**config.mk**
```make
export PLATFORM = sky130hd
export DESIGN_NAME = dma2d_agen
export DESIGN_NICKNAME = d
export VERILOG_FILES = /design/src/rtl/dma2d_pkg.sv /design/src/rtl/dma2d_ctrl_dec.sv /design/src/rtl/dma2d_addr_step.sv /design/src/rtl/dma2d_agen.sv
export SDC_FILE = /design/constraint.sdc
export NUM_CORES = 1
export LEC_CHECK = 0
export BUFFER_PORTS_ARGS = -buffer_cell sky130_fd_sc_hd__buf_4
export CAP_MARGIN = 0
export CORE_AREA = 8 8 182 184
export DETAILED_ROUTE_END_ITERATION = 6
export DIE_AREA = 0 0 190 192
export GPL_ROUTABILITY_DRIVEN = 0
export PLACE_DENSITY = 0.76
export SYNTH_ARGS = -nofsm -noshare
export SYNTH_HDL_FRONTEND = slang
export SYNTH_HIERARCHICAL = 1
export SYNTH_SLANG_ARGS = --single-unit
```
**constraint.sdc**
```tcl
create_clock -name clk -period 2.6 [get_ports clk]
set_input_delay 0.52 -clock clk [delete_from_list [all_inputs] [get_ports clk]]
set_output_delay 0.52 -clock clk [all_outputs]
set_load 0.05 [all_outputs]
```
**src/rtl/dma2d_pkg.sv**
```systemverilog
package dma2d_pkg;
    localparam int WORD_W  = 32;
    localparam int CNT_W   = 16;
    localparam int PTR_W   = 15;
    localparam int FADDR_W = 2 + PTR_W + 2;

    typedef enum logic [1:0] {
        ST_IDLE  = 2'd0,
        ST_RUN   = 2'd1,
        ST_FETCH = 2'd2
    } agen_st_e;

    typedef struct packed {
        logic [2:0]       dev_type;
        logic             two_d;
        logic [1:0]       len;
        logic             irq_en;
        logic             req_mode;
        logic             chain_en;
        logic [1:0]       chain_blk;
        logic [PTR_W-1:0] chain_ptr;
    } ctrl_t;
endpackage

```
**src/rtl/dma2d_ctrl_dec.sv**
```systemverilog
module dma2d_ctrl_dec
    import dma2d_pkg::*;
(
    input  logic [WORD_W-1:0] ctrl_word,
    output ctrl_t             ctrl,
    output logic [2:0]        step_words,
    output logic              start_ok
);
    always_comb begin
        ctrl.dev_type  = ctrl_word[31:29];
        ctrl.two_d     = ctrl_word[27];
        ctrl.len       = ctrl_word[26:25];
        ctrl.irq_en    = ctrl_word[24];
        ctrl.req_mode  = ctrl_word[23];
        ctrl.chain_en  = ctrl_word[22];
        ctrl.chain_blk = ctrl_word[16:15];
        ctrl.chain_ptr = ctrl_word[14:0];
        case (ctrl_word[26:25])
            2'b01:   step_words = 3'd1;
            2'b10:   step_words = 3'd2;
            2'b11:   step_words = 3'd4;
            default: step_words = 3'd0;
        endcase
        start_ok = (ctrl_word[31:29] != 3'b000) && (ctrl_word[26:25] != 2'b00);
    end
endmodule

```
**src/rtl/dma2d_addr_step.sv**
```systemverilog
module dma2d_addr_step #(
    parameter int AW = 32,
    parameter int CW = 16
) (
    input  logic [AW-1:0] cur_addr,
    input  logic [CW-1:0] xcnt,
    input  logic [CW-1:0] ycnt,
    input  logic [CW-1:0] xinit,
    input  logic [CW-1:0] xmod,
    input  logic [CW-1:0] ymod,
    input  logic [2:0]    step_words,
    input  logic          two_d,
    output logic [AW-1:0] nxt_addr,
    output logic [CW-1:0] nxt_xcnt,
    output logic [CW-1:0] nxt_ycnt,
    output logic          last_op
);
    localparam int PAD = AW - CW;
    localparam logic [CW-1:0] ONE_ROW = CW'(1);

    logic [CW-1:0] step_ext;
    logic [AW-1:0] xmod_ext;
    logic [AW-1:0] ymod_ext;
    logic          row_end;
    logic          more_rows;

    assign step_ext = {{(CW-3){1'b0}}, step_words};
    assign xmod_ext = {{PAD{xmod[CW-1]}}, xmod};
    assign ymod_ext = {{PAD{ymod[CW-1]}}, ymod};

    always_comb begin
        row_end   = (xcnt <= step_ext);
        more_rows = two_d && (ycnt > ONE_ROW);
        nxt_addr  = cur_addr + xmod_ext;
        nxt_xcnt  = xcnt - step_ext;
        nxt_ycnt  = ycnt;
        last_op   = 1'b0;
        if (row_end) begin
            if (more_rows) begin
                nxt_addr = cur_addr + ymod_ext;
                nxt_xcnt = xinit;
                nxt_ycnt = ycnt - ONE_ROW;
            end else begin
                last_op = 1'b1;
            end
        end
    end
endmodule

```
**src/rtl/dma2d_agen.sv**
```systemverilog
module dma2d_agen
    import dma2d_pkg::*;
#(
    parameter int AW = 32
) (
    input  logic                 clk,
    input  logic                 rst_n,
    input  logic                 desc_wr,
    input  logic [4*WORD_W-1:0]  desc_in,
    input  logic                 xfer_req,
    output logic                 xfer_valid,
    output logic [AW-1:0]        xfer_addr,
    output logic [1:0]           xfer_len,
    output logic                 busy,
    output logic                 done_irq,
    output logic                 desc_err,
    output logic                 mem_rd_en,
    output logic [FADDR_W-1:0]   mem_rd_addr,
    input  logic [WORD_W-1:0]    mem_rd_data
);
    localparam int DESC_W = 4 * WORD_W;
    localparam logic [2:0] FETCH_LAST = 3'd4;

    typedef struct packed {
        agen_st_e                     st;
        logic [AW-1:0]                addr;
        logic [CNT_W-1:0]             xcnt;
        logic [CNT_W-1:0]             ycnt;
        logic [CNT_W-1:0]             xinit;
        logic [CNT_W-1:0]             xmod;
        logic [CNT_W-1:0]             ymod;
        ctrl_t                        ctrl;
        logic [2:0]                   step;
        logic [2:0]                   fcnt;
        logic [2:0][WORD_W-1:0]       fbuf;
        logic                         irq;
        logic                         err;
    } regs_t;

    regs_t q, d;

    logic [DESC_W-1:0] ld_w;
    ctrl_t             ld_ctrl;
    logic [2:0]        ld_step;
    logic              ld_ok;
    logic              issue;
    logic [AW-1:0]     s_addr;
    logic [CNT_W-1:0]  s_xcnt;
    logic [CNT_W-1:0]  s_ycnt;
    logic              s_last;

    assign ld_w = (q.st == ST_FETCH)
                ? {mem_rd_data, q.fbuf[2], q.fbuf[1], q.fbuf[0]}
                : desc_in;

    dma2d_ctrl_dec u_dec (
        .ctrl_word  (ld_w[DESC_W-1 -: WORD_W]),
        .ctrl       (ld_ctrl),
        .step_words (ld_step),
        .start_ok   (ld_ok)
    );

    dma2d_addr_step #(.AW(AW), .CW(CNT_W)) u_step (
        .cur_addr   (q.addr),
        .xcnt       (q.xcnt),
        .ycnt       (q.ycnt),
        .xinit      (q.xinit),
        .xmod       (q.xmod),
        .ymod       (q.ymod),
        .step_words (q.step),
        .two_d      (q.ctrl.two_d),
        .nxt_addr   (s_addr),
        .nxt_xcnt   (s_xcnt),
        .nxt_ycnt   (s_ycnt),
        .last_op    (s_last)
    );

    assign issue = (q.st == ST_RUN) && (!q.ctrl.req_mode || xfer_req);

    always_comb begin
        logic load;
        d     = q;
        d.irq = 1'b0;
        d.err = 1'b0;
        load  = 1'b0;
        case (q.st)
            ST_IDLE: begin
                load = desc_wr;
            end
            ST_RUN: begin
                d.err = desc_wr;
                if (issue) begin
                    if (s_last) begin
                        d.irq = q.ctrl.irq_en;
                        if (q.ctrl.chain_en && (q.ctrl.chain_blk != 2'b11)) begin
                            d.st   = ST_FETCH;
                            d.fcnt = 3'd0;
                        end else begin
                            d.st = ST_IDLE;
                        end
                    end else begin
                        d.addr = s_addr;
                        d.xcnt = s_xcnt;
                        d.ycnt = s_ycnt;
                    end
                end
            end
            ST_FETCH: begin
                d.err  = desc_wr;
                d.fcnt = q.fcnt + 3'd1;
                if ((q.fcnt != 3'd0) && (q.fcnt < FETCH_LAST)) begin
                    d.fbuf[q.fcnt - 3'd1] = mem_rd_data;
                end
                load = (q.fcnt == FETCH_LAST);
            end
            default: d.st = ST_IDLE;
        endcase
        if (load) begin
            d.addr  = ld_w[AW-1:0];
            d.xmod  = ld_w[WORD_W +: CNT_W];
            d.xcnt  = ld_w[WORD_W+CNT_W +: CNT_W];
            d.xinit = ld_w[WORD_W+CNT_W +: CNT_W];
            d.ymod  = ld_w[2*WORD_W +: CNT_W];
            d.ycnt  = ld_w[2*WORD_W+CNT_W +: CNT_W];
            d.ctrl  = ld_ctrl;
            d.step  = ld_step;
            d.st    = ld_ok ? ST_RUN : ST_IDLE;
        end
    end

    always_ff @(posedge clk) begin
        if (!rst_n) begin
            q <= '0;
        end else begin
            q <= d;
        end
    end

    assign xfer_valid  = issue;
    assign xfer_addr   = q.addr;
    assign xfer_len    = q.ctrl.len;
    assign busy        = (q.st != ST_IDLE);
    assign done_irq    = q.irq;
    assign desc_err    = q.err;
    assign mem_rd_en   = (q.st == ST_FETCH) && (q.fcnt < FETCH_LAST);
    assign mem_rd_addr = {q.ctrl.chain_blk, q.ctrl.chain_ptr, q.fcnt[1:0]};
endmodule

```
==> summary.md <==
| Metric | Value |
|---|---|
| Status | finished, violations left |
| Failing checks | negative setup slack |
| WL/cell | 21.48 um |
| CTS Buffer Depth | 3 |
| CP Max Fanout | 4 |
| Vias per cell | 6.100 |
| Synth Area per Inst | 7.938 um^2 |
| # hold bufs at CTS | 0 |
| Final setup fails | 64 |
| Initial core utilization | 52.11% |
| Register area | 4842 um^2 |
| Required @ worst endpoint | 3.08 ns |
| Total wire length | 57.92 mm |
| Rel. slew slack | 54.28% |
| Overall Power | 11,900 uW |
| Startpoint types | register |
| FF-to-FF End | xfer_addr[18] |
| Share of cells above drive strength 1 | 33.72% |
| Worst Hold Class | in -> reg |
| Rows | 64 |
| Count of final hold-check violations | 0 |
| Die X | 190 um |
| Worst Setup Path Type | reg -> reg |
| Yosys warns | 6 |
| Fin crit share | 112.2% |
| First-pass GRT wire length | 79.01 mm |
| Crit. Startpoint | xfer_addr[0] |
| Die Y | 192 um |
| Router iterations before antenna repair | 6 |
| Static leakage | 0.008898 uW |
| Fin crit period | 2.918 ns |
| DP HPWL | 36.30 mm |
| Mapped Nets | 2,225 |
| R2r startpoint | xfer_addr[0] |
| Worst Reg-to-Reg Cells | 13 |
| Synthesized cell area | 15,730 um^2 |
| GRT Total Usage | 26.62% |
| Worst setup margin | -0.3178 ns |
| Peak VDD IR | 0.4409 mV |
| Post-route DRC | 0 |
| I/O Pins | 222 |
| Antenna violations before repair | 3 |
| Clock sink count | 241 |
| R2R setup slack | -0.32 ns |
| Final #Nets | 2,520 |
| Final Non-Filler Cells | 2,696 |
| Total grt overflow | 0 |
| CTS buffer count | 28 |
| Port Buf Inserts | 215 |
| Slew @ Worst Pin | 0.6858 ns |
| End of the critical path | xfer_addr[18] |
| FMAX | 342.7 MHz |
| Number of max-cap violations | 0 |
| Slew Viols, Final | 0 |
| CTS root buffer | clkbuf_16 |
| Pin count of the biggest net entering global routing | 77 |
| Synth Instances | 1,982 |
| Worst setup EP type | register |
| Core area | 30,190 um^2 |
| Area Growth Syn to Fin | 33.72% |
| Worst-Skew Late Latency | 0.57 ns |
| Filler cells | 2,167 |
| DP Worst Slack | -0.3123 ns |
| CTS tree | built |
| Vias in the first global route | 14,970 |
| CTS H-tree lvls | 1 |
| RSZ-0062 raised after global routing | yes |
| 1st-iter DRT viols | 1,917 |
| Multi-input gate area | 10,600 um^2 |
| Critical Path AT | 3.40 ns |
| Post-route ant nets | 0 |
| Die ar. | 36,480 um^2 |
| DP Cell Count | 2,588 |
| Clock-pin slew on the worst setup and hold paths | 0.06 ns |
| Hold Crit Depth | 2 |
| Vias | 16,450 |
| Clock skew | 0.02301 ns |
| Power per cell area | 565.6 nW/um^2 |
-- worst max-delay path, cell delays in order (launching register included) --
cell and delay (ns):
dfxtp_2 0.34, buf_6 0.12, ha_4 0.16, fa_2 0.38, a21oi_4 0.22, o22ai_4 0.12, o21ai_2 0.21, nor2_2 0.09
a41o_1 0.23, a311o_1 0.42, xnor2_2 0.17, o21ai_1 0.14, nand2_1 0.08, a31oi_1 0.16
-- layout by cell type, fill, tap and decap left out, types with 7 or more instances in the layout --
master     instances
a21boi_0          79
nand2_2           39
a31oi_1           64
clkbuf_8           8
xor2_1            30
ha_4              15
nor2_1            77
a21o_1            27
ha_1              60
nand2_1          431
and3_1             7
o211a_1           33
buf_12            21
clkbuf_16         37
mux2_2            90
nand2b_1          12
a21oi_2            7
xnor2_1           45
nand3b_1           8
a21boi_1          46
buf_6             15
nor3_1            16
nand3_1           22
o21a_1             7
dfxtp_1          231
mux2i_1           35
buf_4            412
o21ai_0           96
o21ai_1           21
nand2_4           24
a21oi_1           59
o21bai_1           8
o211ai_1           7
dfxtp_2            8
and2_1            10
a211oi_1           7
inv_1             30
-- area by class of cell --
class,instances,area share [%]
multi-input combinational,1511,50.38
clock inverter,11,0.5472
timing repair buffer,463,19.18
sequential,241,23.02
inverter,32,0.5710
antenna,2,0.02379
clock buffer,40,3.925
tap,396,2.355
-- worst min path at each step --
stage          startpoint       end  slack, ns
6_report          desc_wr  desc_err       0.21
3_3_place_gp        q[96]     q[96]       0.44
2_1_floorplan      q[103]    q[103]       0.43
4_1_cts           desc_wr  desc_err       0.19
3_5_place_dp        q[79]     q[79]       0.44
5_1_grt           desc_wr  desc_err       0.20
-- state kept, by name (all words and copies together) (netlist names) --
signal,cells
xfer_len,2
done_irq,1
q,186
desc_err,1
xfer_addr,32
mem_rd_addr,19
-- through the flow --
step           hold slack (ns)  utilization, %  cell area [um^2]  setup TNS [ns]
2_1_floorplan           0.4307               -             15770               0
3_3_place_gp            0.4366           60.83             18360          -2.362
3_5_place_dp            0.4445           60.83             18360          -4.590
4_1_cts                 0.1912           65.82             19870          -1.126
5_1_grt                 0.2021           69.69             21040          -18.86
6_report                0.2088           69.69             21040          -14.64
-- power by group --
part	internal (uW)	switching [uW]	total, uW
Sequential	3900	254	4150
Clock	2310	1670	3980
Combinational	1740	2030	3770
-- what timing repair did --
item,CTS,global route
resized for setup,78,168
setup endpoints to repair,65,69
gates cloned,3,14
pin swaps,59,128
setup buffers,20,23
-- metal layers --
metal / GRT usage, % / wire (um)
met5: 0 / 13
met4: 8.900 / 2745
met3: 5.174 / 5822
met2: 43.53 / 26100
met1: 34.71 / 23240
Power figures use the tool's default switching activity.
